[config.mk]
export PLATFORM = sky130hd
export DESIGN_NAME = rxfmt_top
export DESIGN_NICKNAME = d
export VERILOG_FILES = /design/src/rtl/rxfmt_pkg.sv /design/src/rtl/rxfmt_sync.sv /design/src/rtl/rxfmt_deser.sv /design/src/rtl/rxfmt_extract.sv /design/src/rtl/rxfmt_place.sv /design/src/rtl/rxfmt_top.sv
export SDC_FILE = /design/constraint.sdc
export NUM_CORES = 1
export LEC_CHECK = 0
export ABC_AREA = 1
export CORE_ASPECT_RATIO = 1.4
export CORE_MARGIN = 2
export CORE_UTILIZATION = 25
export DETAILED_ROUTE_END_ITERATION = 10
export DONT_BUFFER_PORTS = 1
export HOLD_SLACK_MARGIN = 0.06
export PLACE_DENSITY_LB_ADDON = 0.3
export SKIP_LAST_GASP = 1
export SLEW_MARGIN = 20
export SYNTH_ARGS = -nofsm -noshare
export SYNTH_HDL_FRONTEND = slang
export SYNTH_SLANG_ARGS = --single-unit
export TNS_END_PERCENT = 50
[constraint.sdc]
create_clock -name clk_i -period 8.9 [get_ports clk_i]
set_clock_uncertainty 0.15 [all_clocks]
set_input_delay 1.78 -clock clk_i [delete_from_list [all_inputs] [get_ports clk_i]]
set_output_delay 1.78 -clock clk_i [all_outputs]
set_load 0.02 [all_outputs]
[src/rtl/rxfmt_pkg.sv]
package rxfmt_pkg;
  localparam int WORD_W = 32;
  localparam int WBIT_W = $clog2(WORD_W);
  localparam logic [1:0] MODE_BOTH_EDGES = 2'd2;

  typedef enum logic [1:0] {
    FILL_ZERO = 2'd0,
    FILL_ONE  = 2'd1,
    FILL_MSB  = 2'd2,
    FILL_LSB  = 2'd3
  } fill_e;

  function automatic logic [5:0] sample_width(input logic [2:0] code);
    case (code)
      3'd0:       return 6'd32;
      3'd1:       return 6'd24;
      3'd2:       return 6'd20;
      3'd3:       return 6'd18;
      3'd4, 3'd5: return 6'd16;
      default:    return 6'd8;
    endcase
  endfunction

  function automatic logic is_pair(input logic [2:0] code);
    return (code == 3'd5) || (code == 3'd7);
  endfunction
endpackage

[src/rtl/rxfmt_sync.sv]
module rxfmt_sync #(
  parameter int W = 3
) (
  input  logic         clk_i,
  input  logic         rst_ni,
  input  logic [W-1:0] d_i,
  output logic [W-1:0] q_o
);
  logic [W-1:0] meta_q, stab_q;

  always_ff @(posedge clk_i or negedge rst_ni) begin
    if (!rst_ni) begin
      meta_q <= '0;
      stab_q <= '0;
    end else begin
      meta_q <= d_i;
      stab_q <= meta_q;
    end
  end

  assign q_o = stab_q;
endmodule

[src/rtl/rxfmt_deser.sv]
module rxfmt_deser #(
  parameter int SLOT_W = 32,
  parameter int IDX_W  = 3
) (
  input  logic              clk_i,
  input  logic              rst_ni,
  input  logic              sclk_i,
  input  logic              fsync_i,
  input  logic              sd_i,
  input  logic              both_edges_i,
  input  logic [IDX_W-1:0]  last_slot_i,
  output logic              done_o,
  output logic [SLOT_W-1:0] raw_o,
  output logic [IDX_W-1:0]  idx_o
);
  localparam int CNT_W = $clog2(SLOT_W);
  localparam logic [CNT_W-1:0] LAST_BIT = CNT_W'(SLOT_W - 1);

  logic              sclk_q, fs_q, active_q, done_q;
  logic [CNT_W-1:0]  bit_q;
  logic [IDX_W-1:0]  slot_q, idx_q;
  logic [SLOT_W-1:0] raw_q, raw_next;
  logic              rise, fall, cap, start;

  assign rise     = sclk_i & ~sclk_q;
  assign fall     = ~sclk_i & sclk_q;
  assign cap      = rise | (fall & both_edges_i);
  assign start    = rise & fsync_i & ~fs_q;
  assign raw_next = {raw_q[SLOT_W-2:0], sd_i};

  always_ff @(posedge clk_i or negedge rst_ni) begin
    if (!rst_ni) begin
      sclk_q   <= 1'b0;
      fs_q     <= 1'b0;
      active_q <= 1'b0;
      done_q   <= 1'b0;
      bit_q    <= '0;
      slot_q   <= '0;
      idx_q    <= '0;
      raw_q    <= '0;
    end else begin
      sclk_q <= sclk_i;
      done_q <= 1'b0;
      if (rise) fs_q <= fsync_i;
      if (start) begin
        // frame sync restarts the slot sequence, even mid-frame
        raw_q    <= raw_next;
        bit_q    <= CNT_W'(1);
        slot_q   <= '0;
        active_q <= 1'b1;
      end else if (cap && active_q) begin
        raw_q <= raw_next;
        if (bit_q == LAST_BIT) begin
          bit_q  <= '0;
          done_q <= 1'b1;
          idx_q  <= slot_q;
          if (slot_q == last_slot_i) active_q <= 1'b0;
          else                       slot_q   <= slot_q + 1'b1;
        end else begin
          bit_q <= bit_q + 1'b1;
        end
      end
    end
  end

  assign done_o = done_q;
  assign raw_o  = raw_q;
  assign idx_o  = idx_q;
endmodule

[src/rtl/rxfmt_extract.sv]
module rxfmt_extract
  import rxfmt_pkg::*;
#(
  parameter int SLOT_W = 32
) (
  input  logic [SLOT_W-1:0] raw_i,
  input  logic [5:0]        width_i,
  input  logic              take_left_i,
  input  logic              lsb_first_i,
  output logic [WORD_W-1:0] sample_o
);
  logic [SLOT_W-1:0] aligned;
  logic [WORD_W-1:0] seq, mask;

  always_comb begin
    aligned = take_left_i ? (raw_i >> (SLOT_W - int'(width_i))) : raw_i;
    mask    = (width_i >= 6'(WORD_W)) ? '1
            : ((WORD_W'(1) << width_i) - WORD_W'(1));
    seq     = aligned[WORD_W-1:0] & mask;
    sample_o = seq;
    if (lsb_first_i) begin
      sample_o = '0;
      for (int i = 0; i < WORD_W; i++) begin
        if (i < int'(width_i)) sample_o[i] = seq[WBIT_W'(int'(width_i) - 1 - i)];
      end
    end
  end
endmodule

[src/rtl/rxfmt_place.sv]
module rxfmt_place
  import rxfmt_pkg::*;
(
  input  logic [WORD_W-1:0] val_i,
  input  logic [5:0]        width_i,
  input  logic              word_left_i,
  input  fill_e             fill_i,
  output logic [WORD_W-1:0] word_o
);
  logic fill_bit;
  int   w;

  always_comb begin
    w = int'(width_i);
    case (fill_i)
      FILL_ZERO: fill_bit = 1'b0;
      FILL_ONE:  fill_bit = 1'b1;
      FILL_MSB:  fill_bit = val_i[WBIT_W'(w - 1)];
      default:   fill_bit = val_i[0];
    endcase
    for (int i = 0; i < WORD_W; i++) begin
      if (word_left_i) word_o[i] = (i >= WORD_W - w) ? val_i[WBIT_W'(i - WORD_W + w)] : fill_bit;
      else             word_o[i] = (i < w) ? val_i[i] : fill_bit;
    end
  end
endmodule

[src/rtl/rxfmt_top.sv]
module rxfmt_top
  import rxfmt_pkg::*;
#(
  parameter int SLOT_W    = 32,
  parameter int MAX_SLOTS = 8,
  localparam int IDX_W    = $clog2(MAX_SLOTS)
) (
  input  logic                 clk_i,
  input  logic                 rst_ni,
  input  logic                 sclk_i,
  input  logic                 fsync_i,
  input  logic                 sd_i,
  input  logic                 tx_sd_i,
  input  logic [1:0]           mode_i,
  input  logic [2:0]           size_i,
  input  logic                 slot_left_i,
  input  logic                 word_left_i,
  input  logic [1:0]           fill_i,
  input  logic                 lsb_first_i,
  input  logic [MAX_SLOTS-1:0] slot_off_i,
  input  logic                 mono_i,
  input  logic                 loop_i,
  input  logic [IDX_W-1:0]     last_slot_i,
  output logic                 valid_o,
  output logic [WORD_W-1:0]    data_o,
  output logic [IDX_W-1:0]     slot_o
);
  logic [2:0]        sync_d, sync_q;
  logic              done;
  logic [SLOT_W-1:0] raw;
  logic [IDX_W-1:0]  idx, even_idx, slot_sel;
  logic [5:0]        w_one, w_sel;
  logic              pair_mode, odd, emit;
  logic [WORD_W-1:0] cur, hold_q, right_v, pair_v, val_sel, placed;
  logic              valid_q;
  logic [WORD_W-1:0] data_q;
  logic [IDX_W-1:0]  slot_q;

  assign sync_d = {sclk_i, fsync_i, loop_i ? tx_sd_i : sd_i};

  rxfmt_sync #(.W(3)) u_sync (
    .clk_i (clk_i),
    .rst_ni(rst_ni),
    .d_i   (sync_d),
    .q_o   (sync_q)
  );

  rxfmt_deser #(.SLOT_W(SLOT_W), .IDX_W(IDX_W)) u_deser (
    .clk_i       (clk_i),
    .rst_ni      (rst_ni),
    .sclk_i      (sync_q[2]),
    .fsync_i     (sync_q[1]),
    .sd_i        (sync_q[0]),
    .both_edges_i(mode_i == MODE_BOTH_EDGES),
    .last_slot_i (last_slot_i),
    .done_o      (done),
    .raw_o       (raw),
    .idx_o       (idx)
  );

  assign w_one     = sample_width(size_i);
  assign pair_mode = is_pair(size_i);

  rxfmt_extract #(.SLOT_W(SLOT_W)) u_extract (
    .raw_i      (raw),
    .width_i    (w_one),
    .take_left_i(slot_left_i),
    .lsb_first_i(lsb_first_i),
    .sample_o   (cur)
  );

  always_comb begin
    odd      = idx[0];
    even_idx = {idx[IDX_W-1:1], 1'b0};
    right_v  = (mono_i && odd) ? hold_q : cur;
    pair_v   = hold_q | (right_v << w_one);
    if (pair_mode) begin
      val_sel  = pair_v;
      w_sel    = w_one << 1;
      slot_sel = even_idx;
      emit     = done && odd && !slot_off_i[idx] && !slot_off_i[even_idx];
    end else begin
      val_sel  = right_v;
      w_sel    = w_one;
      slot_sel = idx;
      emit     = done && !slot_off_i[idx];
    end
  end

  rxfmt_place u_place (
    .val_i      (val_sel),
    .width_i    (w_sel),
    .word_left_i(word_left_i),
    .fill_i     (fill_e'(fill_i)),
    .word_o     (placed)
  );

  always_ff @(posedge clk_i or negedge rst_ni) begin
    if (!rst_ni) begin
      hold_q  <= '0;
      valid_q <= 1'b0;
      data_q  <= '0;
      slot_q  <= '0;
    end else begin
      valid_q <= emit;
      if (done && !odd) hold_q <= cur;
      if (emit) begin
        data_q <= placed;
        slot_q <= slot_sel;
      end
    end
  end

  assign valid_o = valid_q;
  assign data_o  = data_q;
  assign slot_o  = slot_q;
endmodule

## Word level (Yosys, flattened, before mapping)

Index checks and enable logic that the tools add are counted.

| storage, ports and cells | value |
|---|---|
| flip-flop bits (word level) | 121 |
| input port bits | 29 |
| output and inout bits | 36 |
| word-level logic and storage cells | 649 |

| operators by class | value |
|---|---|
| add/subtract/negate cells | 70 |
| order comparisons | 164 |
| equal/unequal tests | 12 |
| shift-type cells | 3 |
| multiplexer cells | 354 |
| bitwise gates (word level) | 12 |
| reductions and logical operators | 20 |

Operator list:

| cell | number |
|---|---|
| $ge A6 B32 Y1 const A | 16 |
| $lt A5 B7 Y1 const B | 65 |
| $bmux W1 S5 | 65 |
| $mux W1 | 270 |
| $ge A5 B32 Y1 const A | 8 |
| $mux W32 | 7 |
| $lt A5 B6 Y1 const A | 32 |
| $ge A4 B32 Y1 const A | 4 |
| $lt A4 B6 Y1 const A | 16 |
| $add A5 B5 Y5 const A | 16 |
| $sub A5 B5 Y5 const B | 16 |
| $ge A3 B32 Y1 const A | 2 |
| $lt A3 B6 Y1 const A | 8 |
| $add A4 B5 Y5 const A | 8 |
| $sub A5 B4 Y5 const B | 8 |
| $and A32 B32 Y32 | 1 |
| $ge A1 B32 Y1 const A | 1 |
| $ge A2 B32 Y1 const A | 1 |
| $or A32 B32 Y32 | 1 |
| $shl A1 B6 Y32 const A | 1 |
| $shl A32 B6 Y32 | 1 |
| $shr A32 B32 Y32 | 1 |
| $sub A32 B1 Y32 const B | 1 |
| $pmux W6 S5 | 1 |
| 38 further kinds | 85 |

## Logic depth before layout (Yosys ltp)

| logic depth | value |
|---|---|
| depth after elaboration | 22 |
| gate-level depth with buffers | 50 |
| mapped depth without buffers | 44 |

## By module

From an unflattened synthesis, not the netlist that was laid out.

| second synthesis, totals | value |
|---|---|
| cell total of the unflattened synthesis | 3,124 |
| area, all modules | 17,762.0 um^2 |

Modules (own cells, without submodules):

| module | times used | cells an instance | area an instance (um^2) | sequential area each (um^2) |
|---|---|---|---|---|
| rxfmt_extract | 1 | 1,299 | 6,550.0 | 0.0 |
| rxfmt_top | 1 | 669 | 4,546.9 | 1,701.6 |
| rxfmt_place | 1 | 932 | 4,448.0 | 0.0 |
| rxfmt_deser | 1 | 218 | 2,067.0 | 1,176.1 |
| rxfmt_sync | 1 | 6 | 150.1 | 150.1 |

## Least setup slack after synthesis

OpenSTA, ideal clock, no wires.

| path | value |
|---|---|
| path kind | input to register |
| start | input port size_i[2] |
| end | register data_q[20] (netlist: data_o[20]) |
| setup time | 0.118 ns |
| arrival time | 7.305 ns |
| required time | 8.632 ns |
| path slack | 1.327 ns |
| stages | 46 |
| path buffers | 7 |
| cell sequence | buf_6 > inv_4 > nand2_4 > nor2_2 > clkbuf_1 > buf_2 > buf_1 > buf_1 > inv_1 > ha_1 > ha_1 > nand2_1 > clkbuf_1 > ha_1 > inv_1 > nor3_1 > nand2_1 > nor2_2 > (+10 left out) > nand2_1 > nand2_1 > nand3_1 > nand2_1 > nand3_2 > nand2_1 > nand2_1 > nand2_1 > nand2_1 > nand3_1 > nand3_2 > nand3_4 > nand2_4 > buf_8 > nand2_1 > nand3_1 > nand3_1 > nand2_1 |

| on the way | value |
|---|---|
| longest elaborated chain between the ends | 22 |
| elaborated cells between the ends (all ways) | 232 |
| those cells by class | add/sub (37); order compare (35); eq/ne (6); shift (3); mux (146); bitwise (2); reduce/logical (3) |

RTL lines:

| item | line | source |
|---|---|---|
| start, declared | rxfmt_top.sv:15 | `input logic [2:0] size_i,` |
| $eq A3 B3 Y1 (on tied branches) | rxfmt_pkg.sv:14, rxfmt_pkg.sv:25 |  |
| $reduce_or A2 Y1 | rxfmt_pkg.sv:14 | `case (code)` |
| $pmux W6 S5 | rxfmt_pkg.sv:14 |  |
| $sub A6 B6 Y7 or $shl A1 B6 Y32 (tied branches) | rxfmt_extract.sv:16, rxfmt_extract.sv:18 |  |
| $shr A32 B32 Y32 or $sub A32 B1 Y32 (tied branches) | rxfmt_extract.sv:16, rxfmt_extract.sv:18 |  |
| $mux W32 (on tied branches) | rxfmt_extract.sv:16, rxfmt_extract.sv:17 |  |
| $and A32 B32 Y32 | rxfmt_extract.sv:19 | `seq = aligned[WORD_W-1:0] & mask;` |
| $bmux W1 S5 | rxfmt_extract.sv:24 | `if (i < int'(width_i)) sample_o[i] = seq[WBIT_W'(int'(width_i) - 1 - i)];` |
| (+5 left out) | -- |  |
| $shl A32 B6 Y32 | rxfmt_top.sv:76 | `pair_v = hold_q \| (right_v << w_one);` |
| $or A32 B32 Y32 | rxfmt_top.sv:76 |  |
| $mux W32 | rxfmt_top.sv:77 | `if (pair_mode) begin` |
| $bmux W1 S5 | rxfmt_place.sv:18 | `FILL_MSB: fill_bit = val_i[WBIT_W'(w - 1)];` |
| $mux W1 (implied by the code) (2 in series) | rxfmt_place.sv:18 |  |
| $pmux W1 S3 | rxfmt_place.sv:15 | `case (fill_i)` |
| $mux W1 (on tied branches) | rxfmt_place.sv:23, rxfmt_place.sv:22 |  |
| $mux W1 | rxfmt_place.sv:22 | `if (word_left_i) word_o[i] = (i >= WORD_W - w) ? val_i[WBIT_W'(i - WORD_W + w)] : fill_bit;` |
| end signal, assigned | rxfmt_top.sv:108 | `data_q <= placed;` |
| end, declared | rxfmt_top.sv:36 | `logic [WORD_W-1:0] data_q;` |

Parallel ways exist; a longest one is shown, timed or not. The select of a mux whose other input is x is not followed.
A chain may end at the register's enable or synchronous reset.

## Final worst setup path

| path | value |
|---|---|
| start | input port size_i[2] |
| end | register data_q[18] (netlist: data_o[18]) |

Same word-level chain as after synthesis.

==> reports/qor.yml <==
vias: 16600
path_common_cell: "nand2_1"
critPathMaxFanout: 37
p_sw_share_pct: 47.3
syn_inst: 2378
clk_pin_slew_worst_paths_ps: 60
clock-sinks: 121
nets: 2379
yosys-top-cells-count: "nand2_1, nand3_1, inv_1"
cp.required_ps: 9160
synth_area_um2: 13700
async_reset_ff_share_pct: 100
firstDrtPassIters: 6
antenna_found_initial: 0
max_freq_mhz: 135
num_io_pins: 65
cts-buffers-inserted: 17
wirelength_um: 73000
row_count: 101
synth_edf_count: 0
routed_via_density: 5.44
tightest_slew_ps: 1040
n_antenna_cell: 0
post_cts_resized: 0
cp.arrival_ps: 7670
area_growth_pct: 8.83
final_cells: 3055
detail_route.iter0.violations: 1219
ff_latch_area_um2: 3030
p_int_mw: 1.28
finalSetupTns_ps: 0
hpwlAfterDp_um: 58100
pwr_density_cell_nw_per_um2: 163
combPwrFrac_pct: 44.5
period_minus_slack_ps: 7410
syn_area_per_cell_um2: 5.77
die_w_um: 202
synth-seq-cells: 121
grt_pass1_vias: 16300
holdWs_ps: 198
ir_worst_vdd_uv: 148
power_switching_mw: 1.15
avgRoutedWirePerCell_um: 23.9
cts_tree: "built"
grt_pass1_wl_um: 107000
synth_top_area_cell: "nand3_1"
initial_core_util_pct: 25.3
post_cts.repair.setup_buffers: 0
drt_drc_violations_left: 0
nFillCells: 6230
p_leak_nw: 7.32
routabilityCongestion: 1.02
dieArea_um2: 56800
htreeDepth: 4
route.antenna.remaining_nets: 0
multi_input_area_um2: 9340
synth_most_common_cell: "nand2_1"
synth.net_count: 2436
cts_buffer_depth: 2
drive_gt1_share_pct: 6.94
critPathSlowestCell: "ha_1"
io_buffers: 0
yosysTopAreaCellShare_pct: 24.3
die_h_um: 281
yosysWarnings: 0
cp-start-kind: "input pin"
power_mw: 2.43
rsz0062_at_grt: "false"
slowest_delay_ps: 390
synth-main-ff-cell: "dfrtp_1"
cp_top_family: "simple AND/OR/NAND/NOR gates"
maxCapViolations: 0
setup_viol: 0
finalHoldViolCount: 0
fin_crit_sh_pct: 83.3
worst-path-buf-inv: 6
min_path_type: "reg2reg"
synthTopCellsByArea: "nand3_1, dfrtp_1, nand2_1"
p_seq_share_pct: 26.4
cp-end-kind: "flop"
slew_headroom_pct: 30.5
cts_hold_buf: 0
slew_violations: 0
insertion_delay_ps: 470
clockRootBuffer: "clkbuf_16"
track_usage_pct: 25.7
placeableCoreArea_um2: 54200
overflow: 0
synth-seq-area-share_pct: 22.1
dp.cells: 3023
status: "completed"
synth_cell_types: 48
grt_max_degree: 122
crit_type: "in2reg"
power.share.clock_pct: 29.2
==> final timing paths <==
path	from	endpoint	slack, ps	depth (start not counted)
worst max-delay path	size_i[2]	data_o[18]$_DFFE_PN0P_	1490	40
worst min-delay path	u_sync.meta_q[1]$_DFF_PN0_	u_sync.q_o[1]$_DFF_PN0_	200	0
worst max register to register	u_deser.raw_o[30]$_DFFE_PN0P_	data_o[18]$_DFFE_PN0P_	4110	30
worst min register to register	u_sync.meta_q[1]$_DFF_PN0_	u_sync.q_o[1]$_DFF_PN0_	200	0
max in group asynchronous	rst_ni	data_o[1]$_DFFE_PN0P_	7470	0
min in group asynchronous	rst_ni	data_o[27]$_DFFE_PN0P_	850	0
==> power groups by stage <==
| stage | Clock (mW) | Sequential, mW | Combinational [mW] |
|---|---|---|---|
| global placement | 0 | 0.650 | 1.06 |
| global route | 0.752 | 0.649 | 1.18 |
| finish | 0.710 | 0.642 | 1.08 |
| CTS | 0.731 | 0.642 | 1.06 |
| detailed placement | 0 | 0.652 | 1.06 |
| floorplan | 0 | 0.636 | 0.714 |
==> routing by layer <==
metal	share of wire (%)	vias up	global-route usage (%)	wire (µm)
li1	-	7856	-	-
met2	50	663	45.9	36600
met3	4.7	240	3.66	3440
met4	9.3	0	21.0	6770
met1	36	7856	26.7	26200
met5	0	-	0	0
==> cell type report <==
cell class | count | share of cell area [%]
Tap cell | 721 | 6.04
Clock buffer | 18 | 2.87
Inverter | 207 | 5.24
Clock inverter | 14 | 0.922
Sequential cell | 121 | 20.3
Multi-Input combinational cell | 1932 | 62.5
Timing Repair Buffer | 42 | 2.11
==> flip-flops by register name, summed over array words and instances, names as in the netlist, 5 cells and up <==
name	count
u_deser.bit_q	5
u_deser.raw_o	32
hold_q	32
data_o	32
==> layout by cell type (no fill, tap or decap), drive strengths merged, types with 3 or more instances in the layout <==
cell type / synthesis / layout
a21oi: 63 / 63
a31oi: 26 / 26
buf: 77 / 42
clkbuf: 41 / 18
clkinv: 7 / 13
dfrtp: 121 / 121
ha: 29 / 29
inv: 200 / 206
nand2: 750 / 750
nand3: 686 / 686
nand3b: 6 / 6
nand4: 17 / 17
nor2: 130 / 130
nor3: 9 / 9
o2111ai: 3 / 3
o211ai: 27 / 27
o21ai: 140 / 140
o22ai: 7 / 7
or2: 16 / 16
xnor2: 4 / 4
xor2: 6 / 6
==> cell families after synthesis <==
group	synth area share [%]
AO/OA/AOI/OAI	11.4
AND/OR/NAND/NOR	52.9
adder cells (fa/ha/maj)	2.64
flip-flops	22.1
other	0.0273
multiplexers	0.237
buffers and inverters	9.98
XOR/XNOR	0.775
==> metrics by stage <==
stage	setup WS, ps	area, µm²	util [%]
after floorplan	1330	13700	-
after CTS	1590	14900	27.5
after detailed placement	1100	14400	26.5
after global routing	995	14900	27.5
final	1490	14900	27.5
after global placement	1120	14400	26.5
(Power assumes the default switching activity.)
